==> src/rtl/rdseq_pkg.sv <==
// Package: shared state encoding for the read sequencer.
// Assumes: nothing beyond IEEE 1800-2017.
package rdseq_pkg;

    // Phases of one read transaction
    typedef enum logic [2:0] {
        SQ_IDLE   = 3'd0,
        SQ_ADDR   = 3'd1,
        SQ_STROBE = 3'd2,
        SQ_WAIT   = 3'd3,
        SQ_FINISH = 3'd4
    } sq_state_t;

endpackage

==> src/rtl/rdseq_fsm.sv <==
// Module: rdseq_fsm
// Sequences one read: address phase, strobe, wait window, finish.
// Assumes: WAIT_CYC >= 1; requests outside SQ_IDLE are dropped.
module rdseq_fsm
    import rdseq_pkg::*;
#(
    parameter int WAIT_CYC = 1
) (
    input  logic clk,
    input  logic rst_n,
    input  logic req_i,
    output logic accept_o,
    output logic capture_o,
    output logic rd_n_o,
    output logic busy_o,
    output logic done_o
);

    localparam int CNT_W = (WAIT_CYC > 1) ? $clog2(WAIT_CYC) : 1;
    localparam logic [CNT_W-1:0] CNT_LAST = CNT_W'(WAIT_CYC - 1);

    sq_state_t        state_q, state_d;
    logic [CNT_W-1:0] wcnt_q;
    logic             wait_last;

    // Last cycle of the wait window
    assign wait_last = (wcnt_q == CNT_LAST);

    // Next-state selection
    always_comb begin
        state_d = state_q;
        unique case (state_q)
            SQ_IDLE:   if (req_i) state_d = SQ_ADDR;
            SQ_ADDR:   state_d = SQ_STROBE;
            SQ_STROBE: state_d = SQ_WAIT;
            SQ_WAIT:   if (wait_last) state_d = SQ_FINISH;
            SQ_FINISH: state_d = SQ_IDLE;
            default:   state_d = SQ_IDLE;
        endcase
    end

    // State register
    always_ff @(posedge clk) begin
        if (!rst_n) state_q <= SQ_IDLE;
        else        state_q <= state_d;
    end

    // Wait-window counter, cleared outside the wait phase
    always_ff @(posedge clk) begin
        if (!rst_n)                 wcnt_q <= '0;
        else if (state_q != SQ_WAIT) wcnt_q <= '0;
        else if (!wait_last)        wcnt_q <= wcnt_q + 1'b1;
    end

    // Control outputs decoded from the registered state
    assign accept_o  = (state_q == SQ_IDLE) && req_i;
    assign capture_o = (state_q == SQ_WAIT) && wait_last;
    assign rd_n_o    = !((state_q == SQ_STROBE) || (state_q == SQ_WAIT));
    assign busy_o    = (state_q != SQ_IDLE);
    assign done_o    = (state_q == SQ_FINISH);

endmodule

==> src/rtl/rdseq_addr_reg.sv <==
// Module: rdseq_addr_reg
// Holds the address bus value; loads only on an accepted request.
// Assumes: load is a single-cycle strobe from the sequencer.
module rdseq_addr_reg #(
    parameter int ADDR_W = 20
) (
    input  logic              clk,
    input  logic              rst_n,
    input  logic              load_i,
    input  logic [ADDR_W-1:0] addr_i,
    output logic [ADDR_W-1:0] addr_o
);

    // Address register, zero after reset
    always_ff @(posedge clk) begin
        if (!rst_n)      addr_o <= '0;
        else if (load_i) addr_o <= addr_i;
    end

endmodule

==> src/rtl/rdseq_capture.sv <==
// Module: rdseq_capture
// Registers the memory data word at the edge where the strobe rises.
// Assumes: memory data is valid in the last wait cycle.
module rdseq_capture #(
    parameter int DATA_W = 16
) (
    input  logic              clk,
    input  logic              rst_n,
    input  logic              capture_i,
    input  logic [DATA_W-1:0] bus_data_i,
    output logic [DATA_W-1:0] data_o
);

    // Data holding register
    always_ff @(posedge clk) begin
        if (!rst_n)         data_o <= '0;
        else if (capture_i) data_o <= bus_data_i;
    end

endmodule

==> src/rtl/rdseq_top.sv <==
// Module: rdseq_top
// Bus-master read sequencer for a slow memory with an active-low strobe.
// Assumes: memory drives data within WAIT_CYC cycles of strobe fall.
module rdseq_top #(
    parameter int ADDR_W   = 20,
    parameter int DATA_W   = 16,
    parameter int WAIT_CYC = 1
) (
    input  logic              clk,
    input  logic              rst_n,
    input  logic              req_i,
    input  logic [ADDR_W-1:0] req_addr_i,
    output logic              busy_o,
    output logic              done_o,
    output logic [DATA_W-1:0] data_o,
    output logic [ADDR_W-1:0] bus_addr_o,
    output logic              bus_rd_n_o,
    input  logic [DATA_W-1:0] bus_data_i
);

    logic accept;
    logic capture;

    rdseq_fsm #(.WAIT_CYC(WAIT_CYC)) u_fsm (
        .clk       (clk),
        .rst_n     (rst_n),
        .req_i     (req_i),
        .accept_o  (accept),
        .capture_o (capture),
        .rd_n_o    (bus_rd_n_o),
        .busy_o    (busy_o),
        .done_o    (done_o)
    );

    rdseq_addr_reg #(.ADDR_W(ADDR_W)) u_addr (
        .clk    (clk),
        .rst_n  (rst_n),
        .load_i (accept),
        .addr_i (req_addr_i),
        .addr_o (bus_addr_o)
    );

    rdseq_capture #(.DATA_W(DATA_W)) u_cap (
        .clk        (clk),
        .rst_n      (rst_n),
        .capture_i  (capture),
        .bus_data_i (bus_data_i),
        .data_o     (data_o)
    );

endmodule

==> config.mk <==
export PLATFORM = sky130hd
export DESIGN_NAME = rdseq_top
export DESIGN_NICKNAME = d
export VERILOG_FILES = /design/src/rtl/rdseq_pkg.sv /design/src/rtl/rdseq_fsm.sv /design/src/rtl/rdseq_addr_reg.sv /design/src/rtl/rdseq_capture.sv /design/src/rtl/rdseq_top.sv
export SDC_FILE = /design/constraint.sdc
export NUM_CORES = 1
export LEC_CHECK = 0
export BUFFER_PORTS_ARGS = -buffer_cell sky130_fd_sc_hd__buf_2
export CORE_ASPECT_RATIO = 1.2
export CORE_MARGIN = 2
export CORE_UTILIZATION = 30
export DETAILED_ROUTE_END_ITERATION = 10
export GPL_ROUTABILITY_DRIVEN = 0
export SYNTH_ARGS = -nofsm -noshare
export SYNTH_HDL_FRONTEND = slang
export SYNTH_HIERARCHICAL = 1
export SYNTH_SLANG_ARGS = --single-unit
==> constraint.sdc <==
create_clock -name clk -period 4.1 [get_ports clk]
set_input_delay 0.82 -clock clk [delete_from_list [all_inputs] [get_ports clk]]
set_output_delay 0.82 -clock clk [all_outputs]
set_load 0.05 [all_outputs]
Word-level counts from Yosys, hierarchy flattened. Index checks and enable logic that the tools add are counted.

Bitwise operators: 2. Add/subtract/negate cells: 1. Multiplexer cells: 3. Equality and inequality tests: 7. Reduce and logical (&&, ||, !) cells: 8.

Operators with widths (number): $pmux W3 S4 (1); $eq A3 B2 Y1 const B (2); $mux W3 (2); $ne A2 B2 Y1 const B (2); $eq A3 B1 Y1 const B (1); $eq A3 B3 Y1 const B (1); $logic_not A3 Y1 (1); $ne A3 B2 Y1 const B (1); $reduce_bool A3 Y1 (1); $reduce_or A3 Y1 (1); $logic_and A1 B1 Y1 (2); $not A1 Y1 (2); $reduce_and A2 Y1 (1); $add A1 B1 Y1 const B (1); $logic_not A1 Y1 (1); $logic_or A1 B1 Y1 (1).

Register bits after elaboration: 40. Logic and storage cells: 25. Input port bits: 39. Output and inout port bits: 39.

Depth between registers and ports, before layout.
Word-level depth: 3. Depth in mapped cells: 6. Depth with buffers taken out: 4.

Hierarchy. Netlist, hierarchy kept.

By module, submodules not included: rdseq_addr_reg (instances 1, sequential area each 400.4 um^2, cells each 64, area each 755.7 um^2); rdseq_capture (instances 1, sequential area each 320.3 um^2, cells each 51, area each 615.6 um^2); rdseq_fsm (instances 1, sequential area each 80.1 um^2, cells each 19, area each 166.4 um^2).

Worst setup path before layout. No wires, ideal clock.

Path kind: register to output. Start point: reg u_fsm.state_q[1]. End point: out done_o. Slack: 2.415 ns. Stages on the path, launching flop included: 3. Data arrival time: 0.865 ns. Path buffers: 0. Data required time: 3.280 ns. Cells stage by stage: dfxtp_1 nor2_1 and2_1.

Longest elaborated chain between the ends: 1.

Ends and longest elaborated chain: start: declaration (line rdseq_fsm.sv:22) `sq_state_t state_q, state_d;`; start signal: assignment (line rdseq_fsm.sv:45) `else state_q <= state_d;`; $eq A3 B3 Y1 (line rdseq_fsm.sv:60) `assign done_o = (state_q == SQ_FINISH);`; end: declaration (line rdseq_top.sv:14) `output logic done_o,`.

No other way between the ends.

Worst setup path after layout.
Start point: reg u_fsm.state_q[2]. End point: out busy_o.

Longest elaborated chain between the ends: 1.

Ends and longest elaborated chain: $reduce_bool A3 Y1 (line rdseq_fsm.sv:59) `assign busy_o = (state_q != SQ_IDLE);`; end: declaration (line rdseq_top.sv:13) `output logic busy_o,`.

No other way between the ends.

==> metrics.txt <==
run status complete, no violations; CTS root buf clkbuf_8; die area 5720 µm²; Core Footprint 4940 µm²; overall fraction of global-route tracks in use 10.7%; routed length on met1 1.38 mm; final critical-path required period 2.06 ns; worst-path maximum fanout 5; number of H-tree branching levels 2; type of the setup path with the least slack reg2out; max-slew headroom at the worst pin 32.4%; final global-route overflow total 0; number of cells produced by synthesis 134; CTS Hold Bufs 0; most frequent cell after synthesis dfxtp_1; per-instance average area after synthesis 11.5 µm²; height of the die 82.4 µm; pin count of the biggest net entering global routing 38; syn nets 173; number of storage elements in the synthesis netlist 40; setup_tns 0 ns; utilization after layout 40.9%; CP Data Arrival Time 1.24 ns; class of the most critical hold timing path reg2reg; unrepaired setup endpoints after global routing false; clk_lat worst skew 0.28 ns; PostCTS Resize Cnt 0; portion of the post-synthesis area used by sequential elements 52.1%; Critical Path End Type primary output; number of top-level pins 78; count of flip-flops with a built-in enable after synthesis 0; Largest delay share family, worst path simple AND/OR/NAND/NOR gates; cells along the critical path or3_4 -> buf_2; type of element launching the critical path flip-flop; share of the synthesized area in the top cell type 52.1%; maximum clock skew at final layout 0.00551 ns; antenna violations before repair 0; routed length on met2 1.17 mm; ys async rst share 0%; routed wire length 2.92 mm; leading post-synthesis cells by cell area dfxtp_1, mux2i_1, nor2b_1; total setup violations reported at the end of the flow 0; top post-synthesis cells by count dfxtp_1, mux2i_1, nor2b_1; Achievable Freq 487 MHz; Area growth, synth to finish 31.4%; DP Wirelength 2.12 mm; count of maximum capacitance violations 0; number of global-route vias before repair 1096; Final ANT Viol Nets 0; Hold Slack 0.468 ns; CTS clk-pin slew, worst paths 0.08 ns; clk sink count 40; maximum root-to-sink buffer count 2; starting density of the core 31.1%; # port buffers 77; proportion of layout cells with a drive suffix above 1 41.0%; Hold Violations, Final 0; power density over the cells 413 nW/µm²; area of the mapped netlist 1540 µm²; drt pass-1 iters 2; final-report max-slew violation count 0; buffers inserted during post-CTS setup optimization 0; Yosys top cell by area dfxtp_1; required time of the worst setup path 3.28 ns; row count 28; total buffers and inverters traversed by the critical path 1; Most used DFF post-synth dfxtp_1; crit path max-delay cell type or3_4; Leak 0.000916 µW; period utilisation layout 50.1%; Synth warnings 6; Routed WL per cell 10.7 µm; worst slew pin tran 1.01 ns; Total Nets Final 251; VDD IR max 165 µV; antenna diode count 0; CP peak stage delay 0.38 ns; met3 layer wire length in the routed design 340 µm; horizontal die dimension 69.4 µm; DRC errors left 0; via density per instance 4.22; number of DRC markers in iteration 0 77; clock tree from TritonCTS built; via count 1148; global-route wire length before repair 4.88 mm; distinct cell type count after synthesis 18; TritonCTS Buffers 5; Max Used Layer met4
[cells by family after synthesis]
group                  after synthesis  synth area share (%)
AO/OA/AOI/OAI                        2                 0.814
other                                1                 0.244
multiplexers                        36                  23.4
AND/OR/NAND/NOR                     47                  19.0
flip-flops                          40                  52.1
buffers and inverters                8                  4.47
[layout make-up]
cell class                 count  area [µm²]
inverter                       1        3.75
multi-input combinational     86         671
fill                         513        2920
tap                           60        75.1
sequential                    40         801
clock inverter                 1        5.00
timing repair buffer          78         393
clock buffer                   6        72.6
[state kept, by name, summed over array words and instances, names as in the netlist]
| signal | cells |
|---|---|
| u_addr/addr_o | 20 |
| u_cap/data_o | 16 |
| u_fsm/state_q | 3 |
| u_fsm/wcnt_q | 1 |
[per-layer routing]
layer | up-vias | GRT usage [%]
met1 | 489 | 13.9
met5 | - | 0
li1 | 592 | -
met4 | 0 | 3.53
met2 | 64 | 15.4
met3 | 3 | 5.22
[cells in the final DEF (no fill, tap or decap), drive strengths merged, types with 2 or more instances in the layout]
cell | netlist | layout
buf | 4 | 78
clkbuf | 3 | 6
dfxtp | 40 | 40
mux2i | 36 | 36
nand2b | 2 | 2
nor2 | 4 | 4
nor2b | 36 | 36
[path summary, 6_finish.rpt]
kind / slack [ns] / from / cells past startpoint / endpoint
hold / removal: 0.47 / u_fsm/wcnt_q / 2 / u_fsm/state_q[0]
setup reg to reg: 2.29 / u_fsm/state_q[1] / 4 / u_cap/data_o[11]
hold reg to reg: 0.47 / u_fsm/wcnt_q / 2 / u_fsm/state_q[0]
setup / recovery: 2.04 / u_fsm/state_q[2] / 2 / busy_o
[worst reg2reg max path: stages, from the launching register on]
cell and delay [ns]:
dfxtp_1 0.41, nand3b_1 0.15, nor2_2 0.79, mux2i_1 0.29, nor2b_1 0.06
[power breakdown]
part | internal (µW) | switching [µW]
logic | 60.7 | 114
registers | 409 | 10.7
clock network | 116 | 125
total | 585 | 250
[through the flow]
step	std cells	setup WS, ns	cell area, µm²	total power [µW]
final	272	2.04	2020	835
after global placement	265	2.29	1940	604
after detailed placement	265	2.26	1940	605
after global routing	272	2.00	2020	883
after floorplan	134	2.41	1540	562
after CTS	272	2.02	2020	852
Note: power is estimated with default switching activity, not from simulation.
